### src/rtl/adc_emu_pkg.sv
// Shared constants and types for the serial ADC port emulator.
// Assumes channel codes fit in two bits: CH0, CH1 and ground.
package adc_emu_pkg;
    localparam logic [1:0] CODE_CH0 = 2'd0;
    localparam logic [1:0] CODE_CH1 = 2'd1;
    localparam logic [1:0] CODE_GND = 2'd2;

    typedef enum logic [1:0] {
        CMD_HUNT  = 2'd0,
        CMD_FIELD = 2'd1,
        CMD_DONE  = 2'd2
    } cmd_state_e;
endpackage

### src/rtl/adc_emu_edge.sv
// Serial clock edge finder. It samples sclk on the system clock and flags
// single-cycle rise and fall events.
// Assumes sclk is already synchronous to clk, or comes through a synchroniser
// outside this block.
module adc_emu_edge (
    input  logic clk,
    input  logic rst_n,
    input  logic sclk,
    output logic rise,
    output logic fall
);
    logic sclk_q;

    // Purpose: keep last cycle's serial clock level for comparison.
    always_ff @(posedge clk) begin
        if (!rst_n) sclk_q <= 1'b0;
        else        sclk_q <= sclk;
    end

    assign rise = sclk & ~sclk_q;
    assign fall = ~sclk & sclk_q;
endmodule

### src/rtl/adc_emu_cmd.sv
// Command receiver. It hunts for the start bit, takes the three setup bits
// and decodes the channel pair.
// The SINGLE_INPUT variant takes no command and completes on the first rise.
// Assumes rise is a one-cycle pulse and that cs_n high means idle.
module adc_emu_cmd
    import adc_emu_pkg::*;
#(
    parameter bit SINGLE_INPUT = 1'b0
) (
    input  logic       clk,
    input  logic       rst_n,
    input  logic       cs_n,
    input  logic       din,
    input  logic       rise,
    output logic       take,
    output logic       done,
    output logic       lsb_tail,
    output logic [1:0] chan_pos,
    output logic [1:0] chan_neg,
    output logic       chan_valid
);
    generate
        if (SINGLE_INPUT) begin : g_single
            logic done_q;
            wire  unused_din = din;

            // Purpose: mark setup complete at the first rise of the frame.
            always_ff @(posedge clk) begin
                if (!rst_n)    done_q <= 1'b0;
                else if (cs_n) done_q <= 1'b0;
                else if (rise) done_q <= 1'b1;
            end

            assign take       = ~cs_n & rise & ~done_q;
            assign done       = done_q;
            assign lsb_tail   = 1'b1;
            assign chan_pos   = done_q ? CODE_CH0 : 2'd0;
            assign chan_neg   = done_q ? CODE_CH1 : 2'd0;
            assign chan_valid = done_q;

            p_single_setup_r9: assert property (@(posedge clk) disable iff (!rst_n)
                $rose(done_q) |-> $past(rise));
        end else begin : g_cmd
            cmd_state_e state;
            logic [1:0] fcnt;
            logic       sgl_q, odd_q, msbf_q;

            // Purpose: start search, setup field capture and lockout.
            always_ff @(posedge clk) begin
                if (!rst_n) begin
                    state  <= CMD_HUNT;
                    fcnt   <= 2'd0;
                    sgl_q  <= 1'b0;
                    odd_q  <= 1'b0;
                    msbf_q <= 1'b0;
                end else if (cs_n) begin
                    state <= CMD_HUNT;
                    fcnt  <= 2'd0;
                end else if (rise) begin
                    case (state)
                        CMD_HUNT: if (din) begin
                            state <= CMD_FIELD;
                            fcnt  <= 2'd0;
                        end
                        CMD_FIELD: begin
                            case (fcnt)
                                2'd0:    sgl_q <= din;
                                2'd1:    odd_q <= din;
                                default: begin
                                    msbf_q <= din;
                                    state  <= CMD_DONE;
                                end
                            endcase
                            fcnt <= fcnt + 2'd1;
                        end
                        default: ;
                    endcase
                end
            end

            assign take     = ~cs_n & rise & (state == CMD_FIELD) & (fcnt == 2'd2);
            assign done     = (state == CMD_DONE);
            assign lsb_tail = ~msbf_q;

            // Purpose: map the single-ended and odd/sign flags to a channel pair.
            always_comb begin
                chan_pos   = 2'd0;
                chan_neg   = 2'd0;
                chan_valid = done;
                if (done) begin
                    chan_pos = odd_q ? CODE_CH1 : CODE_CH0;
                    if (sgl_q)      chan_neg = CODE_GND;
                    else if (odd_q) chan_neg = CODE_CH0;
                    else            chan_neg = CODE_CH1;
                end
            end

            p_abort_idle_r8: assert property (@(posedge clk) disable iff (!rst_n)
                $past(cs_n) |-> state == CMD_HUNT);
            p_cfg_locked_r2: assert property (@(posedge clk) disable iff (!rst_n)
                (state == CMD_DONE && $past(state) == CMD_DONE)
                    |-> ($stable(sgl_q) && $stable(odd_q) && $stable(msbf_q)));
        end
    endgenerate

    p_chan_distinct_r3: assert property (@(posedge clk) disable iff (!rst_n)
        chan_valid |-> chan_pos != chan_neg);
endmodule

### src/rtl/adc_emu_shift.sv
// Result sequencer. It holds the captured sample and walks a slot table on
// falling serial clock edges: null bit, MSB-first bits, optional LSB-first
// tail, then zeros.
// Assumes fall is a one-cycle pulse and that done stays high for the frame.
module adc_emu_shift #(
    parameter int DATA_W = 8
) (
    input  logic              clk,
    input  logic              rst_n,
    input  logic              cs_n,
    input  logic              fall,
    input  logic              take,
    input  logic              done,
    input  logic              lsb_tail,
    input  logic [DATA_W-1:0] sample_in,
    output logic              data_q,
    output logic              oe_q
);
    localparam int LAST  = 2 * DATA_W;
    localparam int IDX_W = $clog2(LAST + 1);
    localparam int DEPTH = 1 << IDX_W;
    localparam logic [IDX_W-1:0] LAST_IDX = IDX_W'(LAST);

    logic [DATA_W-1:0] sample_q;
    logic [IDX_W-1:0]  idx;
    logic [DEPTH-1:0]  slot;

    // Slot p holds the bit sent p falls after the null bit.
    generate
        for (genvar p = 0; p < DEPTH; p++) begin : g_slot
            if (p >= 1 && p <= DATA_W) begin : g_msb
                assign slot[p] = sample_q[DATA_W-p];
            end else if (p > DATA_W && p < LAST) begin : g_lsb
                assign slot[p] = lsb_tail & sample_q[p-DATA_W];
            end else begin : g_zero
                assign slot[p] = 1'b0;
            end
        end
    endgenerate

    // Purpose: capture the converter stand-in once per frame.
    always_ff @(posedge clk) begin
        if (!rst_n)    sample_q <= '0;
        else if (take) sample_q <= sample_in;
    end

    // Purpose: drive null bit, then step through the slot table on falls.
    always_ff @(posedge clk) begin
        if (!rst_n || cs_n) begin
            oe_q   <= 1'b0;
            data_q <= 1'b0;
            idx    <= '0;
        end else if (fall && done) begin
            if (!oe_q) begin
                oe_q   <= 1'b1;
                data_q <= 1'b0;
                idx    <= IDX_W'(1);
            end else begin
                data_q <= slot[idx];
                idx    <= (idx == LAST_IDX) ? idx : idx + IDX_W'(1);
            end
        end
    end

    p_oe_on_fall_r4: assert property (@(posedge clk) disable iff (!rst_n)
        $rose(oe_q) |-> $past(fall));
    p_quiet_off_r4: assert property (@(posedge clk) disable iff (!rst_n)
        !oe_q |-> !data_q);
    p_sample_held_r7: assert property (@(posedge clk) disable iff (!rst_n)
        (done && $past(done)) |-> $stable(sample_q));
    p_idx_limit_r6: assert property (@(posedge clk) disable iff (!rst_n)
        idx <= LAST_IDX);
endmodule

### src/rtl/adc_emu.sv
// Top of the serial ADC port emulator. It joins the edge finder, the command
// receiver and the result sequencer. Chip select gates the serial outputs
// directly, so they drop at once when the host deselects.
// Assumes all inputs are synchronous to clk.
module adc_emu
    import adc_emu_pkg::*;
#(
    parameter int DATA_W       = 8,
    parameter bit SINGLE_INPUT = 1'b0
) (
    input  logic              clk,
    input  logic              rst_n,
    input  logic              cs_n,
    input  logic              sclk,
    input  logic              din,
    input  logic [DATA_W-1:0] sample_in,
    output logic              so_data,
    output logic              so_oe,
    output logic [1:0]        chan_pos,
    output logic [1:0]        chan_neg,
    output logic              chan_valid
);
    logic rise, fall, take, done, lsb_tail;
    logic data_q, oe_q;

    adc_emu_edge u_edge (
        .clk   (clk),
        .rst_n (rst_n),
        .sclk  (sclk),
        .rise  (rise),
        .fall  (fall)
    );

    adc_emu_cmd #(.SINGLE_INPUT(SINGLE_INPUT)) u_cmd (
        .clk        (clk),
        .rst_n      (rst_n),
        .cs_n       (cs_n),
        .din        (din),
        .rise       (rise),
        .take       (take),
        .done       (done),
        .lsb_tail   (lsb_tail),
        .chan_pos   (chan_pos),
        .chan_neg   (chan_neg),
        .chan_valid (chan_valid)
    );

    adc_emu_shift #(.DATA_W(DATA_W)) u_shift (
        .clk       (clk),
        .rst_n     (rst_n),
        .cs_n      (cs_n),
        .fall      (fall),
        .take      (take),
        .done      (done),
        .lsb_tail  (lsb_tail),
        .sample_in (sample_in),
        .data_q    (data_q),
        .oe_q      (oe_q)
    );

    assign so_oe   = oe_q & ~cs_n;
    assign so_data = data_q & ~cs_n;

    p_enable_needs_cmd_r1: assert property (@(posedge clk) disable iff (!rst_n)
        oe_q |-> done);
endmodule

### config.mk
export PLATFORM = sky130hd
export DESIGN_NAME = adc_emu
export DESIGN_NICKNAME = d
export VERILOG_FILES = /design/src/rtl/adc_emu_pkg.sv /design/src/rtl/adc_emu_edge.sv /design/src/rtl/adc_emu_cmd.sv /design/src/rtl/adc_emu_shift.sv /design/src/rtl/adc_emu.sv
export SDC_FILE = /design/constraint.sdc
export NUM_CORES = 1
export LEC_CHECK = 0
export BUFFER_PORTS_ARGS = -buffer_cell sky130_fd_sc_hd__buf_2
export CORE_AREA = 2 2 49 86
export CTS_BUF_LIST = sky130_fd_sc_hd__clkbuf_16
export DETAILED_ROUTE_END_ITERATION = 8
export DIE_AREA = 0 0 51 88
export PLACE_DENSITY_LB_ADDON = 0.08
export SYNTH_ARGS = -nofsm -noshare
export SYNTH_HDL_FRONTEND = slang
export SYNTH_SLANG_ARGS = --single-unit
### constraint.sdc
create_clock -name clk -period 1.37 [get_ports clk]
set_clock_uncertainty 0.1 [all_clocks]
set_input_delay 0.0685 -clock clk [delete_from_list [all_inputs] [get_ports clk]]
set_output_delay 0.0685 -clock clk [all_outputs]
set_load 0.02 [all_outputs]
; ---- After elaboration in Yosys (flattened, before gate mapping)
; Index checks and enable logic that the tools add are counted.
[op_classes]
n_mux = 15
addsub = 2
bitwise_logic = 20
order_cmp = 1
n_reduce_logical = 14
eq_ne = 8
[ops]
columns = op, count
row1 = 4-bit AND reduction, 4
row2 = 1-bit bitwise AND, 14
row3 = 2-bit 2-to-1 mux, 6
row4 = 5-bit 2-to-1 mux, 2
row5 = 2-bit case mux with 2 select lines, 2
row6 = 5-bit by 6-bit < comparator with 1-bit output (second input constant), 1
row7 = 2-bit inequality test (second input constant), 3
row8 = 1-bit NOT, 6
row9 = 5-bit by 1-bit adder with 5-bit output (second input constant), 1
row10 = 1-bit binary-select mux with 5-bit select, 1
row11 = 5-bit equality test (second input constant), 1
row12 = 2-bit by 1-bit equality test with 1-bit output (second input constant), 2
row13 = 2-bit equality test (second input constant), 2
row14 = 2-bit logical NOT, 2
row15 = 1-bit 2-to-1 mux, 4
row16 = 2-bit OR reduction, 2
row17 = 3-bit AND reduction, 1
row18 = 2-bit by 1-bit adder with 2-bit output (second input constant), 1
row19 = 2-bit AND reduction, 1
row20 = 2-bit nonzero test, 1
row21 = 1-bit logical AND, 1
row22 = 1-bit logical NOT, 1
row23 = 1-bit logical OR, 1
[totals]
wordCells = 70
reg_bits = 23

; ---- Depth between registers and ports, before layout
; Gate-level depths: netlist of run 1.
[logic_depth]
word_depth = 5
mapped_depth = 6

; ---- Modules after synthesis
; From an unflattened synthesis of run 1, not the netlist that was laid out.
[unflattened]
hier_cells = 148
hier_area_um2 = 1308.8
[by_module_without_submodules]
columns = mod, seq_area_each_um2, area_each_um2, cells_each, n_inst
row1 = adc_emu_shift, 300.3, 863.3, 94, 1
row2 = adc_emu_cmd, 140.1, 394.1, 48, 1
row3 = adc_emu_edge, 20.0, 38.8, 4, 1
row4 = adc_emu, 0.0, 12.5, 2, 1

; ---- Worst setup path before layout of run 1
; No wires, ideal clock.
[synth_path]
kind = register to output
startpoint = register u_cmd.g_cmd.state[1]
endpoint = output port chan_neg[0]
n_path_buf = 0
stages_incl_launch_ff = 3
t_arrival_ns = 1.452
path_slack_ns = -0.250
path_cell_list = dfxtp_1 > nor2b_1 > nor3b_1
[synth_via]
elab_chain_len = 2
[synth_lines]
columns = element, line
row1 = from (decl), adc_emu_cmd.sv:44  ; cmd_state_e state;
row2 = from (signal assigned), adc_emu_cmd.sv:51  ; state <= CMD_HUNT;
row3 = from (signal assigned), adc_emu_cmd.sv:57  ; state <= CMD_HUNT;
row4 = from (signal assigned), adc_emu_cmd.sv:62  ; state <= CMD_FIELD;
row5 = 2-bit equality test, adc_emu_cmd.sv:82  ; assign done = (state == CMD_DONE);
row6 = net chan_valid, adc_emu.sv:21  ; output logic chan_valid
row7 = 2-bit 2-to-1 mux, adc_emu_cmd.sv:90  ; if (done) begin
row8 = to (decl), adc_emu.sv:20  ; output logic [1:0] chan_neg,
; The timed path passes the listed nets, and every way through them passes these cells.

; ---- Worst setup path after layout of run 1
[layout_path]
startpoint = register u_cmd.g_cmd.state[1]
endpoint = output port chan_neg[0]
[layout_via]
elab_chain_len = 2
[layout_lines]
columns = element, line
row1 = 2-bit equality test, adc_emu_cmd.sv:82
row2 = 2-bit 2-to-1 mux, adc_emu_cmd.sv:90
; Every way passes these cells.

==> results of run 1 <==
-- cells in the final DEF, fill, tap and decap left out, types with 3 or more instances in the layout --
cell type       n
mux2i_1        12
ha_1            5
buf_4          23
a21oi_1         9
nor2_1          4
a31oi_1         3
and2_1          5
dfxtp_2         3
nand3_1         6
clkbuf_16       3
buf_2          15
nand2b_1        4
inv_1          10
nand2_1         4
nor3_2          3
dfxtp_1        18
dlygate4sd3_1   9
nor2b_1        13
-- critical path, delay by kind of cell, from the launching register on --
kind	cells	cell delay [ns]
buffers and inverters	2	0.26
DFF	1	0.38
and+or+nand+nor	2	0.31
-- cell type report --
| class | instances | share of cell area |
|---|---|---|
| well taps | 48 | 0.0329 |
| flip-flops and latches | 23 | 0.258 |
| clock inverters | 1 | 0.00205 |
| multi-input cells | 97 | 0.439 |
| repair buffers | 50 | 0.208 |
| inverters | 9 | 0.0185 |
| clock buffers | 3 | 0.0411 |
-- through the flow --
| stage | instances | worst slack (ns) | instance area [µm²] | utilization |
|---|---|---|---|---|
| final | 231 | -0.00800 | 1830 | 0.482 |
| after global routing | 231 | -0.0799 | 1830 | 0.482 |
| after CTS | 229 | -0.0209 | 1780 | 0.469 |
| after global placement | 214 | -0.0403 | 1550 | 0.409 |
| after floorplan | 136 | 0.00138 | 1300 | - |
| after detailed placement | 214 | -0.0568 | 1550 | 0.409 |
-- repair_timing --
item,in CTS,in global routing
pin swaps,4,3
setup buffers,2,2
hold buffers,9,0
endpoints found under the hold margin,9,0
endpoints found under the setup margin,17,22
resized for setup,11,12
-- how the worst min path moves through the flow --
stage | end | startpoint | depth (start not counted) | slack [ns]
after detailed placement | u_edge.sclk_q | sclk | 2 | 0.23
after floorplan | u_edge.sclk_q | sclk | 1 | 0.09
after global routing | u_cmd.g_cmd.odd_q | din | 3 | 0.07
final | u_cmd.g_cmd.msbf_q | din | 3 | 0.04
after CTS | u_cmd.g_cmd.msbf_q | din | 3 | 0.04
after global placement | u_edge.sclk_q | sclk | 2 | 0.21
-- sequential cells by signal (all words and copies together) (netlist names) --
register and count:
u_cmd.g_cmd.msbf_q 1, u_cmd.g_cmd.odd_q 1, u_shift.sample_q 8, u_cmd.g_cmd.sgl_q 1
u_shift.data_q 1, u_edge.sclk_q 1, u_cmd.g_cmd.fcnt 2, u_shift.idx 5
u_shift.oe_q 1, u_cmd.g_cmd.state 2
-- power groups by stage --
stage | combinational (mW) | sequential, mW | clock (mW)
floorplan | 0.0377 | 0.689 | 0
global placement | 0.0698 | 0.690 | 0
detailed placement | 0.0706 | 0.690 | 0
CTS | 0.0935 | 0.671 | 0.656
global route | 0.102 | 0.671 | 0.677
finish | 0.0932 | 0.671 | 0.634
-- metal layers --
layer / track usage / vias up / wire length, µm
met4: 0.0663 / 0 / 54
met2: 0.269 / 14 / 1500
met5: 0 / - / 0
li1: - / 570 / -
met1: 0.162 / 509 / 1230
met3: 0.0154 / 4 / 57
-- cells in the mapped netlist, types with 2 or more instances --
| master | n |
|---|---|
| nor3_1 | 3 |
| clkbuf_1 | 3 |
| inv_1 | 9 |
| mux2i_1 | 12 |
| nand3_1 | 8 |
| nor2_1 | 5 |
| dfxtp_1 | 23 |
| nand2_1 | 4 |
| nand2b_1 | 5 |
| buf_4 | 2 |
| nor2b_1 | 14 |
| nand4_1 | 2 |
| o21ai_0 | 3 |
| a21oi_1 | 9 |
| and2_1 | 5 |
| buf_6 | 2 |
| a211oi_1 | 2 |
| nand3b_1 | 2 |
| ha_1 | 5 |
| a31oi_1 | 3 |
-- cells by family (layout without fill, tap and decap cells) --
family          count (synthesis)  count (layout)  share of synthesized area
simple gates                   53              53                      0.273
compound gates                 25              25                      0.140
flops                          23              23                      0.359
buf+inv                        16              63                     0.0644
mux                            13              13                      0.111
fa+ha+maj                       5               5                     0.0488
other cells                     1               1                    0.00293
==> results.yml, run 1 <==
cts:
  cts_buffers: 3
  htree_levels: 1
  cts_tree: "done"
  clkSinkCount: 23
  root_buffer: "clkbuf_16"
  clockBufferDepth: 2
  clk_latency_ns: 0.26
  cts.clk_slew.worst_paths_ns: 0.06
power_and_ir_drop:
  finalPower_mw: 1.40
  irDropWorstVdd_v: 0.000607
  p_leak_nw: 0.723
  powerDensity_nw_per_um2: 765
  internal_power_mw: 1.11
  clock_power_share: 0.453
  p_sw_mw: 0.286
  switching_share: 0.205
  p_seq_frac: 0.480
  p_comb_frac: 0.067
timing:
  fin_ws_ns: -0.00800
  grt_setup_unrepaired: "yes"
  maxSlewViolCount: 0
  hold_viol_final: 0
  fin_crit_ns: 1.38
  hold-worst-slack_ns: 0.0405
  fin_crit_sh: 1.01
  max_freq_mhz: 726
  setup_viol: 1
  tns_ns: -0.00800
layout:
  area_delta_synth_final_pct: 42.7
  multi_input_area_um2: 803
  fill_cells: 391
  antenna_cells: 0
  nets: 202
  regArea_um2: 472
  drive_above_1_share: 0.366
die:
  pin_count: 20
  die_area_um2: 4490
  fp.dieW_um: 51
  core_area_um2: 3790
  rows: 30
  die_h_um: 88
  start_util: 0.338
synthesis:
  ys_warn_count: 0
  synth_seq_cells: 23
  async_reset_ff_frac: 0
  synth.area.top_cells: "dfxtp_1 (36%), mux2i_1 (9.4%), nor2b_1 (6.8%)"
  syn-num-nets: 154
  yosysTopAreaCell: "dfxtp_1"
  syn_area_per_cell_um2: 9.42
  netlist_instances: 136
  synth_area_um2: 1280
  synth_edf_count: 0
  ys_seq_area_frac: 0.359
  synth.top_cell.area_share: 0.359
  synth_flop_cell: "dfxtp_1"
  synth_cell_type_count: 35
placed_design:
  routabilityCongestion: 0.775
  dp_hpwl_mm: 2.12
  portBuffers: 18
drt:
  drcViolationCount: 0
  drt-pass1-iter-count: 4
  wire_per_inst_um: 12.3
  viasPerCell: 4.75
  num_vias: 1097
  drt-initial-drc-count: 7
  ant_nets: 0
  wirelength_mm: 2.85
setup_path:
  critical_path.cell_chain: "buf_6 -> nor2b_4 -> nor3b_2 -> buf_4"
  critical-path-max-stage-delay_ns: 0.38
  cp.required_ns: 1.20
  critPathKind: "register to output port"
  worstPathArrival_ns: 1.21
  crit_fanout: 4
  reg2reg_setup_slack_ns: 0
  crit_end: "chan_neg[0]"
  rr_worst_depth: 3
  rr_endpoint: "u_shift.data_q"
  endpoint_kind: "output port"
  start_kind: "register"
  slowest_stage: "dfxtp_4"
  r2r-start: "u_shift.idx[0]"
  startpoint: "u_cmd.g_cmd.state[1]"
global_routing:
  antenna_found_initial: 0
  grt_pass1_vias: 1155
  grt_usage: 0.145
  grt_pass1_wl_mm: 5.02
  grt_max_degree: 14
  grt_overflow: 0
status:
  status: "finished with violations"
  violations: "negative setup slack"
job:
  drv_cap: 0
worst_hold_path:
  hold_path_class: "input port to register"
No activity file was read; power rests on OpenSTA's default activity.
==> run 2, diff against run 1 <==
- BUFFER_PORTS_ARGS: -buffer_cell sky130_fd_sc_hd__buf_2 -> unset
- DONT_BUFFER_PORTS: unset -> 1
- clock period: 1.37 -> 1.1 ns (I/O delays scaled with it)
==> results.yml, run 2 (same netlist as run 1, synthesis figures left out) <==
power_and_ir_drop:
  finalPower_mw: 1.76
  p_seq_frac: 0.474
  irDropWorstVdd_v: 0.000544
  clock_power_share: 0.451
  p_sw_mw: 0.365
  p_leak_nw: 0.761
  internal_power_mw: 1.40
  powerDensity_nw_per_um2: 865
  p_comb_frac: 0.075
  switching_share: 0.207
cts:
  clockBufferDepth: 2
  cts_buffers: 3
  cts_tree: "done"
  clkSinkCount: 23
  cts.clk_slew.worst_paths_ns: 0.06
  root_buffer: "clkbuf_16"
  htree_levels: 1
  clk_latency_ns: 0.26
layout:
  largest_register_ffs: 8
  regMostFlops: "u_shift.sample_q"
  nets: 204
  antenna_cells: 0
  final_cell_mix: "buf_4 (30), dfxtp_1 (15), mux2i_1 (12), dlygate4sd3_1 (12), nor2b_1 (11)"
  multi_input_area_um2: 921
  fill_cells: 353
  regArea_um2: 478
  layout_commonest_cell: "buf_4"
  largestRegisters: "u_shift.sample_q (8), u_shift.idx (5)"
  drive_above_1_share: 0.481
  area_delta_synth_final_pct: 58.9
drt:
  num_vias: 1155
  drt-pass1-iter-count: 4
  wire_per_inst_um: 14.1
  drt-initial-drc-count: 14
  wirelength_mm: 3.28
  viasPerCell: 4.96
  drcViolationCount: 0
  ant_nets: 0
timing:
  max_freq_mhz: 728
  fin_crit_ns: 1.37
  hold_viol_final: 0
  hold-worst-slack_ns: 0.0252
  grt_setup_unrepaired: "yes"
  maxSlewViolCount: 0
  tns_ns: -4.77
  fin_crit_sh: 1.25
  setup_viol: 26
  fin_ws_ns: -0.273
global_routing:
  grt_overflow: 0
  grt_pass1_wl_mm: 5.53
  grt_max_degree: 15
  antenna_found_initial: 0
  grt_usage: 0.163
  grt_pass1_vias: 1213
die:
  pin_count: 20
  fp.dieW_um: 51
  die_area_um2: 4490
  rows: 30
  die_h_um: 88
  start_util: 0.338
  core_area_um2: 3790
setup_path:
  cp.required_ns: 0.94
  crit_fanout: 4
  worstPathArrival_ns: 1.22
  critPathKind: "register to output port"
  endpoint_kind: "output port"
  start_kind: "register"
status:
  status: "finished with violations"
  violations: "negative setup slack"
worst_hold_path:
  hold_path_class: "input port to register"
placed_design:
  dp_hpwl_mm: 2.25
  routabilityCongestion: 0.795
  portBuffers: 0
job:
  drv_cap: 0
-- run 2: worst paths after layout --
path / to / startpoint / slack [ns] / cells after the start
max: chan_valid / u_cmd.g_cmd.state[1] / -0.27 / 5
min: u_shift.oe_q / sclk / 0.03 / 2
max reg2reg: u_shift.data_q / u_shift.idx[0] / -0.27 / 3
min reg2reg: u_shift.idx[1] / u_shift.idx[1] / 0.39 / 2
-- run 2: routing by layer --
layer,wire (µm),part of all wire,global-route usage,vias up
met1,1250,0.38,0.176,558
li1,-,-,-,575
met2,1880,0.57,0.311,18
met4,50,0.015,0.0663,0
met5,0,0,0,-
met3,89,0.027,0.0222,4
-- run 2: stage by stage --
step	area [µm²]	std cells	worst slack, ns	utilization
2_1_floorplan	1310	136	-0.256	-
3_3_place_gp	1550	209	-0.340	0.410
3_5_place_dp	1550	209	-0.335	0.410
4_1_cts	1840	221	-0.313	0.486
5_1_grt	2040	233	-0.383	0.537
6_report	2040	233	-0.273	0.537
-- run 2: layout make-up --
class                   instances  area share
repair buffers                 52       0.225
multi-input cells              97       0.452
flip-flops and latches         23       0.235
clock inverters                 1     0.00246
well taps                      48      0.0295
inverters                       9      0.0191
clock buffers                   3      0.0369
-- run 2: power by group through the flow --
stage / Sequential [mW] / Clock (mW) / Combinational [mW]
2_1_floorplan: 0.859 / 0 / 0.0478
3_3_place_gp: 0.859 / 0 / 0.0544
3_5_place_dp: 0.860 / 0 / 0.0539
4_1_cts: 0.834 / 0.824 / 0.0825
5_1_grt: 0.834 / 0.861 / 0.141
6_report: 0.834 / 0.794 / 0.132
-- run 2: timing repair --
action / CTS / global route
pin swaps: 18 / 14
hold buffers: 2 / 10
gates resized for setup: 42 / 19
setup buffers: 6 / 3
hold endpoints to repair: 16 / 13
endpoints found under the setup margin: 26 / 27
-- run 2: critical path, stage by stage (launching register included) --
cell and delay (ns):
dfxtp_4 0.37, buf_6 0.12, nor2b_4 0.12, buf_4 0.13, buf_6 0.11, buf_6 0.12
